[src/rtl/rtc_counter.sv]
module rtc_counter #(
  parameter int CW     = 32,
  parameter int PW     = 16,
  parameter int NCMP16 = 6,
  parameter int NCMP32 = 4,
  parameter int AW     = 4
) (
  input  logic              clk,
  input  logic              rst_n,
  input  logic              tick,
  input  logic              reg_wr,
  input  logic [AW-1:0]     reg_addr,
  input  logic [CW-1:0]     reg_wdata,
  output logic [CW-1:0]     reg_rdata,
  output logic [NCMP16:0]   irq_flags,
  output logic [NCMP16:0]   evt_out
);
  localparam int NSRC = NCMP16 + 1;
  localparam int OVF  = NCMP16;
  localparam logic [AW-1:0] A_CTRL = AW'(0);
  localparam logic [AW-1:0] A_CNT  = AW'(1);
  localparam logic [AW-1:0] A_PER  = AW'(2);
  localparam logic [AW-1:0] A_FLG  = AW'(3);
  localparam logic [AW-1:0] A_EVM  = AW'(4);
  localparam int A_CMP = 8;

  logic run, wide, clr_on_match;
  logic [CW-1:0] cnt;
  logic [PW-1:0] per;
  logic [CW-1:0] cmp [NCMP16];
  logic [NSRC-1:0] flags, evmask, evt;
  logic [NCMP16-1:0] hit;

  wire cnt_wr  = reg_wr && reg_addr == A_CNT;
  wire adv     = run && tick && !cnt_wr;
  wire [PW-1:0] cnt_lo = cnt[PW-1:0];
  wire wrap16  = !wide && cnt_lo == per;
  wire wrapmax = wide && (&cnt);
  wire ovf_hit = adv && (wrap16 || wrapmax);
  wire clr_hit = wide && clr_on_match && hit[0];
  wire [NSRC-1:0] set_v = {ovf_hit, hit};
  wire [NSRC-1:0] clr_v = (reg_wr && reg_addr == A_FLG) ? reg_wdata[NSRC-1:0] : '0;

  for (genvar k = 0; k < NCMP16; k++) begin : g_cmp
    localparam bit LIVE32 = (k < NCMP32);
    wire live = wide ? LIVE32 : 1'b1;
    wire eq   = wide ? (cmp[k] == cnt) : (cmp[k][PW-1:0] == cnt_lo);
    assign hit[k] = adv && live && eq;

    always_ff @(posedge clk or negedge rst_n)
      if (!rst_n) cmp[k] <= '0;
      else if (reg_wr && reg_addr == AW'(A_CMP + k)) cmp[k] <= reg_wdata;

    if (k >= NCMP32) begin : g_hi
      AST_HI_CH_IDLE32: assert property (@(posedge clk) disable iff (!rst_n)
        $rose(flags[k]) |-> !$past(wide));
    end
  end

  always_ff @(posedge clk or negedge rst_n) begin
    if (!rst_n) begin
      run <= 1'b0; wide <= 1'b1; clr_on_match <= 1'b0;
      per <= '1; evmask <= '0; flags <= '0; evt <= '0; cnt <= '0;
    end else begin
      if (reg_wr && reg_addr == A_CTRL) {clr_on_match, wide, run} <= reg_wdata[2:0];
      if (reg_wr && reg_addr == A_PER) per <= reg_wdata[PW-1:0];
      if (reg_wr && reg_addr == A_EVM && !run) evmask <= reg_wdata[NSRC-1:0];
      flags <= (flags & ~clr_v) | set_v;
      evt   <= set_v & evmask;
      if (cnt_wr)
        cnt <= wide ? reg_wdata : {{(CW-PW){1'b0}}, reg_wdata[PW-1:0]};
      else if (adv) begin
        if (ovf_hit || clr_hit) cnt <= '0;
        else if (wide)          cnt <= cnt + 1'b1;
        else                    cnt <= {{(CW-PW){1'b0}}, cnt_lo + 1'b1};
      end
    end
  end

  always_comb begin
    reg_rdata = '0;
    case (reg_addr)
      A_CTRL:  reg_rdata = CW'({clr_on_match, wide, run});
      A_CNT:   reg_rdata = cnt;
      A_PER:   reg_rdata = CW'(per);
      A_FLG:   reg_rdata = CW'(flags);
      A_EVM:   reg_rdata = CW'(evmask);
      default: ;
    endcase
    for (int k = 0; k < NCMP16; k++)
      if (reg_addr == AW'(A_CMP + k)) reg_rdata = cmp[k];
  end

  assign irq_flags = flags;
  assign evt_out   = evt;

  AST_HOLD_IDLE: assert property (@(posedge clk) disable iff (!rst_n)
    (!(run && tick) && !cnt_wr) |=> $stable(cnt));
  AST_OVF_AT_ZERO: assert property (@(posedge clk) disable iff (!rst_n)
    $rose(flags[OVF]) |-> (cnt == '0));
  AST_EVT_HAS_FLAG: assert property (@(posedge clk) disable iff (!rst_n)
    (evt_out & ~irq_flags) == '0);
  AST_EVT_MASKED: assert property (@(posedge clk) disable iff (!rst_n)
    (evt_out & ~$past(evmask)) == '0);
  AST_MASK_LOCK: assert property (@(posedge clk) disable iff (!rst_n)
    run |=> $stable(evmask));
  AST_CNT_LOAD: assert property (@(posedge clk) disable iff (!rst_n)
    (cnt_wr && wide) |=> cnt == $past(reg_wdata));
endmodule

[config.mk]
export PLATFORM = sky130hd
export DESIGN_NAME = rtc_counter
export DESIGN_NICKNAME = d
export VERILOG_FILES = /design/src/rtl/rtc_counter.sv
export SDC_FILE = /design/constraint.sdc
export NUM_CORES = 1
export LEC_CHECK = 0
export BUFFER_PORTS_ARGS = -buffer_cell sky130_fd_sc_hd__buf_2
export CORE_ASPECT_RATIO = 0.75
export CORE_MARGIN = 2
export CORE_UTILIZATION = 45
export DETAILED_ROUTE_END_ITERATION = 10
export PLACE_DENSITY_LB_ADDON = 0.2
export SYNTH_ARGS = -nofsm -noshare
export SYNTH_HDL_FRONTEND = slang
export SYNTH_SLANG_ARGS = --single-unit
[constraint.sdc]
create_clock -name clk -period 4.15 [get_ports clk]
set_input_delay 0.2075 -clock clk [delete_from_list [all_inputs] [get_ports clk]]
set_output_delay 0.2075 -clock clk [all_outputs]
set_load 0.01 [all_outputs]
==> results of run 1 <==
layer usage:
| layer | vias to the layer above | share of wire (%) | GRT usage (%) |
|---|---|---|---|
| met5 | - | 0 | 0 |
| met4 | 0 | 1.9 | 6.64 |
| met3 | 59 | 12 | 9.44 |
| met2 | 544 | 38 | 37.1 |
| met1 | 5859 | 48 | 46.0 |
| li1 | 5279 | - | - |
worst paths after layout:
kind | start | endpoint | slack, ns | depth (start not counted)
worst max-delay path | cnt[1] | cnt[25] | 0.94 | 8
worst min-delay path | reg_wdata[23] | cmp[87] | 0.02 | 2
worst max register to register | cnt[1] | cnt[25] | 0.94 | 8
worst min register to register | cmp[52] | cmp[52] | 0.51 | 1
max in group asynchronous | rst_n | cmp[78] | 2.67 | 3
min in group asynchronous | rst_n | evt_out[4] | 0.29 | 2
cells in the final DEF, fill, tap and decap left out, drive strengths merged, types with 37 or more instances in the layout:
| cell type | count |
|---|---|
| buf | 119 |
| clkbuf | 37 |
| xor2 | 71 |
| nand4 | 37 |
| nor2 | 64 |
| a22oi | 48 |
| xnor2 | 110 |
| o21ai | 106 |
| dfrtp | 247 |
| nand2 | 156 |
| mux2 | 182 |
flip-flops by register name, indices dropped and copies added, names as in the netlist:
name / count
cmp: 192
evmask: 7
clr_on_match: 1
wide: 1
irq_flags: 7
evt_out: 7
per: 16
cnt: 32
run: 1
power by group through the flow:
stage	Sequential [mW]	Combinational (mW)	Clock (mW)
final	3.71	2.33	2.67
after detailed placement	3.73	2.23	0
after global routing	3.78	2.49	2.81
after floorplan	3.50	1.62	0
after global placement	3.72	2.21	0
after CTS	3.69	2.26	2.70
cell usage after synthesis (3+ instances only):
library cell / instances
and2_1: 13
buf_4: 6
o21bai_1: 3
a21oi_1: 29
a22o_1: 17
o21ai_0: 95
nor2b_1: 10
a31o_2: 4
nand4_1: 36
mux2_2: 175
o211ai_1: 3
dfstp_2: 17
a41oi_1: 6
nor4_1: 26
xor2_1: 71
a21o_1: 7
inv_1: 13
buf_2: 24
a211oi_1: 6
mux2_1: 7
mux2i_1: 3
o311ai_0: 6
nand2b_1: 5
a221o_1: 4
a22oi_1: 48
o31ai_1: 3
xnor2_1: 110
a31oi_1: 21
and3_1: 9
nor2_1: 63
o21a_1: 3
dfrtp_1: 247
nand2_1: 155
o21ai_1: 11
nor3_1: 12
o22ai_1: 6
nand3_1: 25
a222oi_1: 14
buf_6: 8
buf_1: 9
nor3b_1: 3
clkbuf_1: 63
logic make-up after synthesis:
group,count (synthesis)
AO/OA/AOI/OAI,296
XOR/XNOR,181
adder cells (fa/ha/maj),1
buffers and inverters,124
flip-flops,264
multiplexers,185
AND/OR/NAND/NOR,381
worst reg2reg max path, stage by stage, from the launching register on:
cell     delay, ns
dfrtp_1       0.67
ha_1          0.37
nand4_1       0.22
nor4_4        0.63
and2_1        0.25
nand4_1       0.32
nand2_4       0.32
a21oi_1       0.07
a221o_1       0.26
layout make-up:
cell class              instances  area, um^2  area share (%)
clock buffers                  37         816            4.86
clock inverters                17         161           0.961
inverters                      13        48.8           0.290
multi-input cells            1044        7560            45.0
flip-flops and latches        264        6630            39.4
well taps                     442         553            3.29
repair buffers                150        1040            6.18
what timing repair did:
| action | in CTS | in global routing |
|---|---|---|
| endpoints found under the hold margin | 252 | 0 |
| hold buffers | 31 | 0 |
| endpoints found under the setup margin | 0 | 0 |
==> results.json, run 1 <==
{
  "status": "finished, final reports clean",
  "port-buffer-count": 85,
  "ys_seq_elements": 264,
  "hold_violations": 0,
  "globalRouteTotalUtil_pct": 28.9,
  "die_width_um": 213,
  "pre_cts_slack_ns": 1.01,
  "gp_congestion": 0.984,
  "ys.warnings.count": 0,
  "slew_headroom_pct": 28.5,
  "postLayoutCellArea_mm2": 0.0168,
  "via_per_inst": 5.97,
  "grt_pass1_vias": 11021,
  "synthMuxAreaShare_pct": 14.1,
  "insertion_delay_ns": 0.60,
  "rows": 57,
  "cts_sinks": 264,
  "vias": 11741,
  "wl_um": 49000,
  "crit_family": "simple AND/OR/NAND/NOR gates",
  "max_stage_delay_ns": 0.67,
  "synth_cells": 1432,
  "swShare_pct": 34.8,
  "synth-xor-area-share_pct": 10.8,
  "start_util_pct": 45.6,
  "drive_above_1_share_pct": 25.7,
  "coreArea_mm2": 0.0323,
  "tightest_slew_ns": 1.07,
  "cts_resized": 0,
  "avgSynthCellArea_um2": 10.3,
  "final_nets": 1543,
  "pin_count": 86,
  "criticalPathCategory": "register to register",
  "cts_made_buffers": 29,
  "synth_ff_type": "dfrtp_1",
  "ir_worst_vdd_mv": 0.294,
  "syn_area_mm2": 0.0147,
  "cts_tree": "done",
  "synth-simple-area-share_pct": 12.8,
  "diodes": 0,
  "cp_slowest_cell": "dfrtp_1",
  "p_leak_nw": 7.12,
  "pwr_density_cell_mw_per_mm2": 518,
  "max-cap-violations": 0,
  "drv_slew": 0,
  "fin_cells": 1967,
  "grt_max_degree": 110,
  "ys_top_cells_by_area": "dfrtp_1, mux2_2, xnor2_1",
  "p_clk_share_pct": 30.7,
  "p_switching_mw": 3.03,
  "yosysTopAreaCell": "dfrtp_1",
  "seq_power_share_pct": 42.6,
  "fin_tns_setup_ns": 0,
  "min_path_type": "primary input to register",
  "cp-start-kind": "register",
  "drcViolationCount": 0,
  "fin_util_pct": 52.0,
  "wire_per_inst_um": 24.9,
  "crit_buf_inv": 0,
  "cp_common_cell": "nand4_1",
  "ant_nets": 0,
  "synth_cell_types": 71,
  "pwr-share-comb_pct": 26.7,
  "crit_fanout": 17,
  "holdWs_ns": 0.0161,
  "synth_top_area_share_pct": 41.9,
  "synth-compound-area-share_pct": 13.3,
  "dieArea_mm2": 0.0342,
  "p_total_mw": 8.71,
  "path_cells": "ha_1, nand4_1, nor4_4, and2_1, nand4_1, nand2_4, a21oi_1, a221o_1",
  "clk_pin_slew_ns": 0.06,
  "hpwl_um": 34600,
  "grt_setup_unrepaired": "no",
  "synth_top_family_by_area": "multiplexers",
  "overflow": 0,
  "setup_viol": 0,
  "syn2layout_area_growth_pct": 14.0,
  "die_y_um": 161,
  "max_clock_freq_mhz": 312,
  "dp.cells": 1882,
  "grt_first_pass_wirelength_um": 73400,
  "p_int_mw": 5.68,
  "synth_edf_count": 0,
  "cp.required_ns": 4.61,
  "drt_iter0_drc": 1357,
  "cts.path.max_buffers": 3,
  "dpl-instance-area_mm2": 0.0155,
  "drtPass1Iterations": 7,
  "syn_nets": 1473,
  "async_flop_share_pct": 100,
  "postCtsSetupBuffers": 0,
  "cp.arrival_ns": 3.67,
  "htree_num_levels": 1,
  "nFillCells": 2990,
  "skew_ns": 0.0324,
  "synth-adder-area-share_pct": 0.0849,
  "final.setup.worst_slack_ns": 0.942,
  "root_buffer": "clkbuf_16",
  "antenna_found_initial": 0,
  "synth.yosys.seq_area_share_pct": 45.0,
  "fin_crit_sh_pct": 77.3,
  "fin_crit_ns": 3.21,
  "endpoint_kind": "register"
}
Note: power is estimated with default switching activity, not from simulation.
==> inputs of run 2 (changes only) <==
--- a/config.mk
+++ b/config.mk
@@ -5,6 +5,7 @@
 export SDC_FILE = /design/constraint.sdc
 export NUM_CORES = 1
 export LEC_CHECK = 0
+export ABC_AREA = 1
 export BUFFER_PORTS_ARGS = -buffer_cell sky130_fd_sc_hd__buf_2
 export CORE_ASPECT_RATIO = 0.75
 export CORE_MARGIN = 2
==> constraint.sdc (replaced) <==
create_clock -name clk -period 2.8 [get_ports clk]
set_input_delay 0.14 -clock clk [delete_from_list [all_inputs] [get_ports clk]]
set_output_delay 0.14 -clock clk [all_outputs]
set_load 0.01 [all_outputs]
==> results.json, run 2 <==
{
  "cts.path.max_buffers": 3,
  "rows": 57,
  "swShare_pct": 38.3,
  "largest-register": "cmp",
  "final_common_cell": "nand2_1",
  "grt_setup_unrepaired": "no",
  "synth-compound-area-share_pct": 15.7,
  "max-cap-violations": 0,
  "synthMuxAreaShare_pct": 0,
  "final_nets": 2039,
  "fin_tns_setup_ns": 0,
  "max_clock_freq_mhz": 395,
  "yosysTopAreaCell": "dfrtp_1",
  "synth_edf_count": 0,
  "critPathLaunch": "cnt[8]",
  "slew_headroom_pct": 48.9,
  "drtPass1Iterations": 5,
  "htree_num_levels": 1,
  "via_per_inst": 5.55,
  "tightest_slew_ns": 0.766,
  "ys.warnings.count": 0,
  "synth_commonest_cells": "nand2_1, o21ai_0, dfrtp_1, inv_1, nor2_1",
  "postLayoutCellArea_mm2": 0.0168,
  "crit_fanout": 10,
  "min_path_type": "primary input to register",
  "async_flop_share_pct": 100,
  "start_util_pct": 45.8,
  "seq_power_share_pct": 42.5,
  "grt_max_degree": 80,
  "cp.arrival_ns": 2.39,
  "dieArea_mm2": 0.0345,
  "cts_resized": 0,
  "p_leak_nw": 7.79,
  "holdBufCountCts": 24,
  "cp.required_ns": 2.66,
  "wire_per_inst_um": 20.6,
  "cts_sinks": 264,
  "root_buffer": "clkbuf_16",
  "setup_viol": 0,
  "overflow": 0,
  "globalRouteTotalUtil_pct": 30.1,
  "yosysMostFrequentCell": "nand2_1",
  "pin_count": 86,
  "coreArea_mm2": 0.0324,
  "cts_tree": "done",
  "criticalPathCategory": "register to output pin",
  "pwr_density_cell_mw_per_mm2": 812,
  "synth-xor-area-share_pct": 6.96,
  "hpwl_um": 36600,
  "worst_r2r_startpoint": "cnt[1]",
  "largest_register_ffs": 192,
  "synth_ff_type": "dfrtp_1",
  "drt_iter0_drc": 1503,
  "p_clk_share_pct": 27.9,
  "p_switching_mw": 5.22,
  "port-buffer-count": 85,
  "diodes": 0,
  "fin_crit_sh_pct": 90.5,
  "cts_made_buffers": 28,
  "synth_cells": 1929,
  "drive_above_1_share_pct": 12.6,
  "syn2layout_area_growth_pct": 13.1,
  "cp-start-kind": "register",
  "synth_top_family_by_area": "simple AND/OR/NAND/NOR gates",
  "hp-start": "reg_wdata[11]",
  "pwr-share-comb_pct": 29.7,
  "ys_top_cells_by_area": "dfrtp_1, nand2_1, o21ai_0",
  "syn_nets": 1970,
  "synth_cell_types": 44,
  "avgSynthCellArea_um2": 7.70,
  "ant_nets": 0,
  "die_y_um": 161,
  "wl_um": 50700,
  "status": "finished, final reports clean",
  "ys_seq_elements": 264,
  "top_regs": "cmp x192, cnt x32, per x16",
  "synth.yosys.seq_area_share_pct": 44.6,
  "p_int_mw": 8.42,
  "syn_area_mm2": 0.0149,
  "grt_first_pass_wirelength_um": 78700,
  "drv_slew": 0,
  "postCtsSetupBuffers": 0,
  "dpl-instance-area_mm2": 0.0156,
  "final_cell_mix": "nand2_1, o21ai_0, dfrtp_1",
  "drcViolationCount": 0,
  "antenna_found_initial": 1,
  "grt_pass1_vias": 12802,
  "synth_top_area_share_pct": 41.6,
  "gp_congestion": 0.988,
  "endpoint_kind": "output pin",
  "fin_crit_ns": 2.53,
  "insertion_delay_ns": 0.57,
  "hold_violations": 0,
  "clk_pin_slew_ns": 0.06,
  "ir_worst_vdd_mv": 0.423,
  "die_width_um": 214,
  "synth-simple-area-share_pct": 24.9,
  "synth-adder-area-share_pct": 0.0842,
  "vias": 13664,
  "skew_ns": 0.0112
}
==> run 2: final cells by class <==
| type | count | area (um^2) |
|---|---|---|
| Sequential cell | 264 | 6630 |
| Timing Repair Buffer | 142 | 986 |
| Inverter | 162 | 616 |
| Clock inverter | 3 | 40.0 |
| Multi-Input combinational cell | 1400 | 7100 |
| Fill cell | 3212 | 15600 |
| Clock buffer | 48 | 887 |
| Tap cell | 442 | 553 |
==> run 2: worst max-delay path, stage by stage, from the launching register on <==
cell	delay [ns]
dfrtp_1	0.59
inv_4	0.24
o21ai_0	0.11
nor4_1	0.49
o2111ai_1	0.22
buf_2	0.20
==> run 2: stage by stage <==
stage	power (mW)	setup WS, ns	instances	utilization, %	hold WS [ns]
floorplan	8.33	1.14	1929	-	-0.156
global placement	9.70	0.459	2386	48.2	0.170
detailed placement	9.75	0.465	2386	48.2	0.173
CTS	13.6	0.331	2461	51.8	0.0135
global route	14.4	0.184	2461	51.8	0.0347
finish	13.6	0.266	2461	51.8	0.0322
==> run 2: final timing paths <==
kind                           endpoint  slack (ns)  cells past startpoint
setup / recovery           reg_rdata[8]        0.27                      5
hold / removal                 cmp[171]        0.03                      3
setup reg to reg                cnt[26]        0.42                      8
hold reg to reg                 cmp[28]        0.48                      2
max in group asynchronous       per[15]        1.77                      3
min in group asynchronous     evmask[5]        0.15                      2
==> run 2: power by group through the flow <==
stage                     Clock, mW  Combinational [mW]  Sequential (mW)
after floorplan                   0                3.15             5.18
after global placement            0                3.91             5.79
after detailed placement          0                3.93             5.81
after CTS                      3.86                3.99             5.76
after global routing           4.02                4.51             5.91
final                          3.80                4.05             5.79
==> run 2: kinds of logic (layout without fill, tap and decap cells) <==
kind of cell               Yosys count  count (layout)
and+or+nand+nor                    872             872
AOI/OAI and AO/OA                  409             409
buffers and inverters              265             355
DFF                                264             264
xor gates and xnor gates           118             118
adders and majority gates            1               1
==> run 2: per-layer routing <==
metal	part of all wire (%)	global-route usage (%)
met1	49	46.9
met2	39	40.7
met3	9.4	7.86
met4	2.7	7.95
met5	0	0
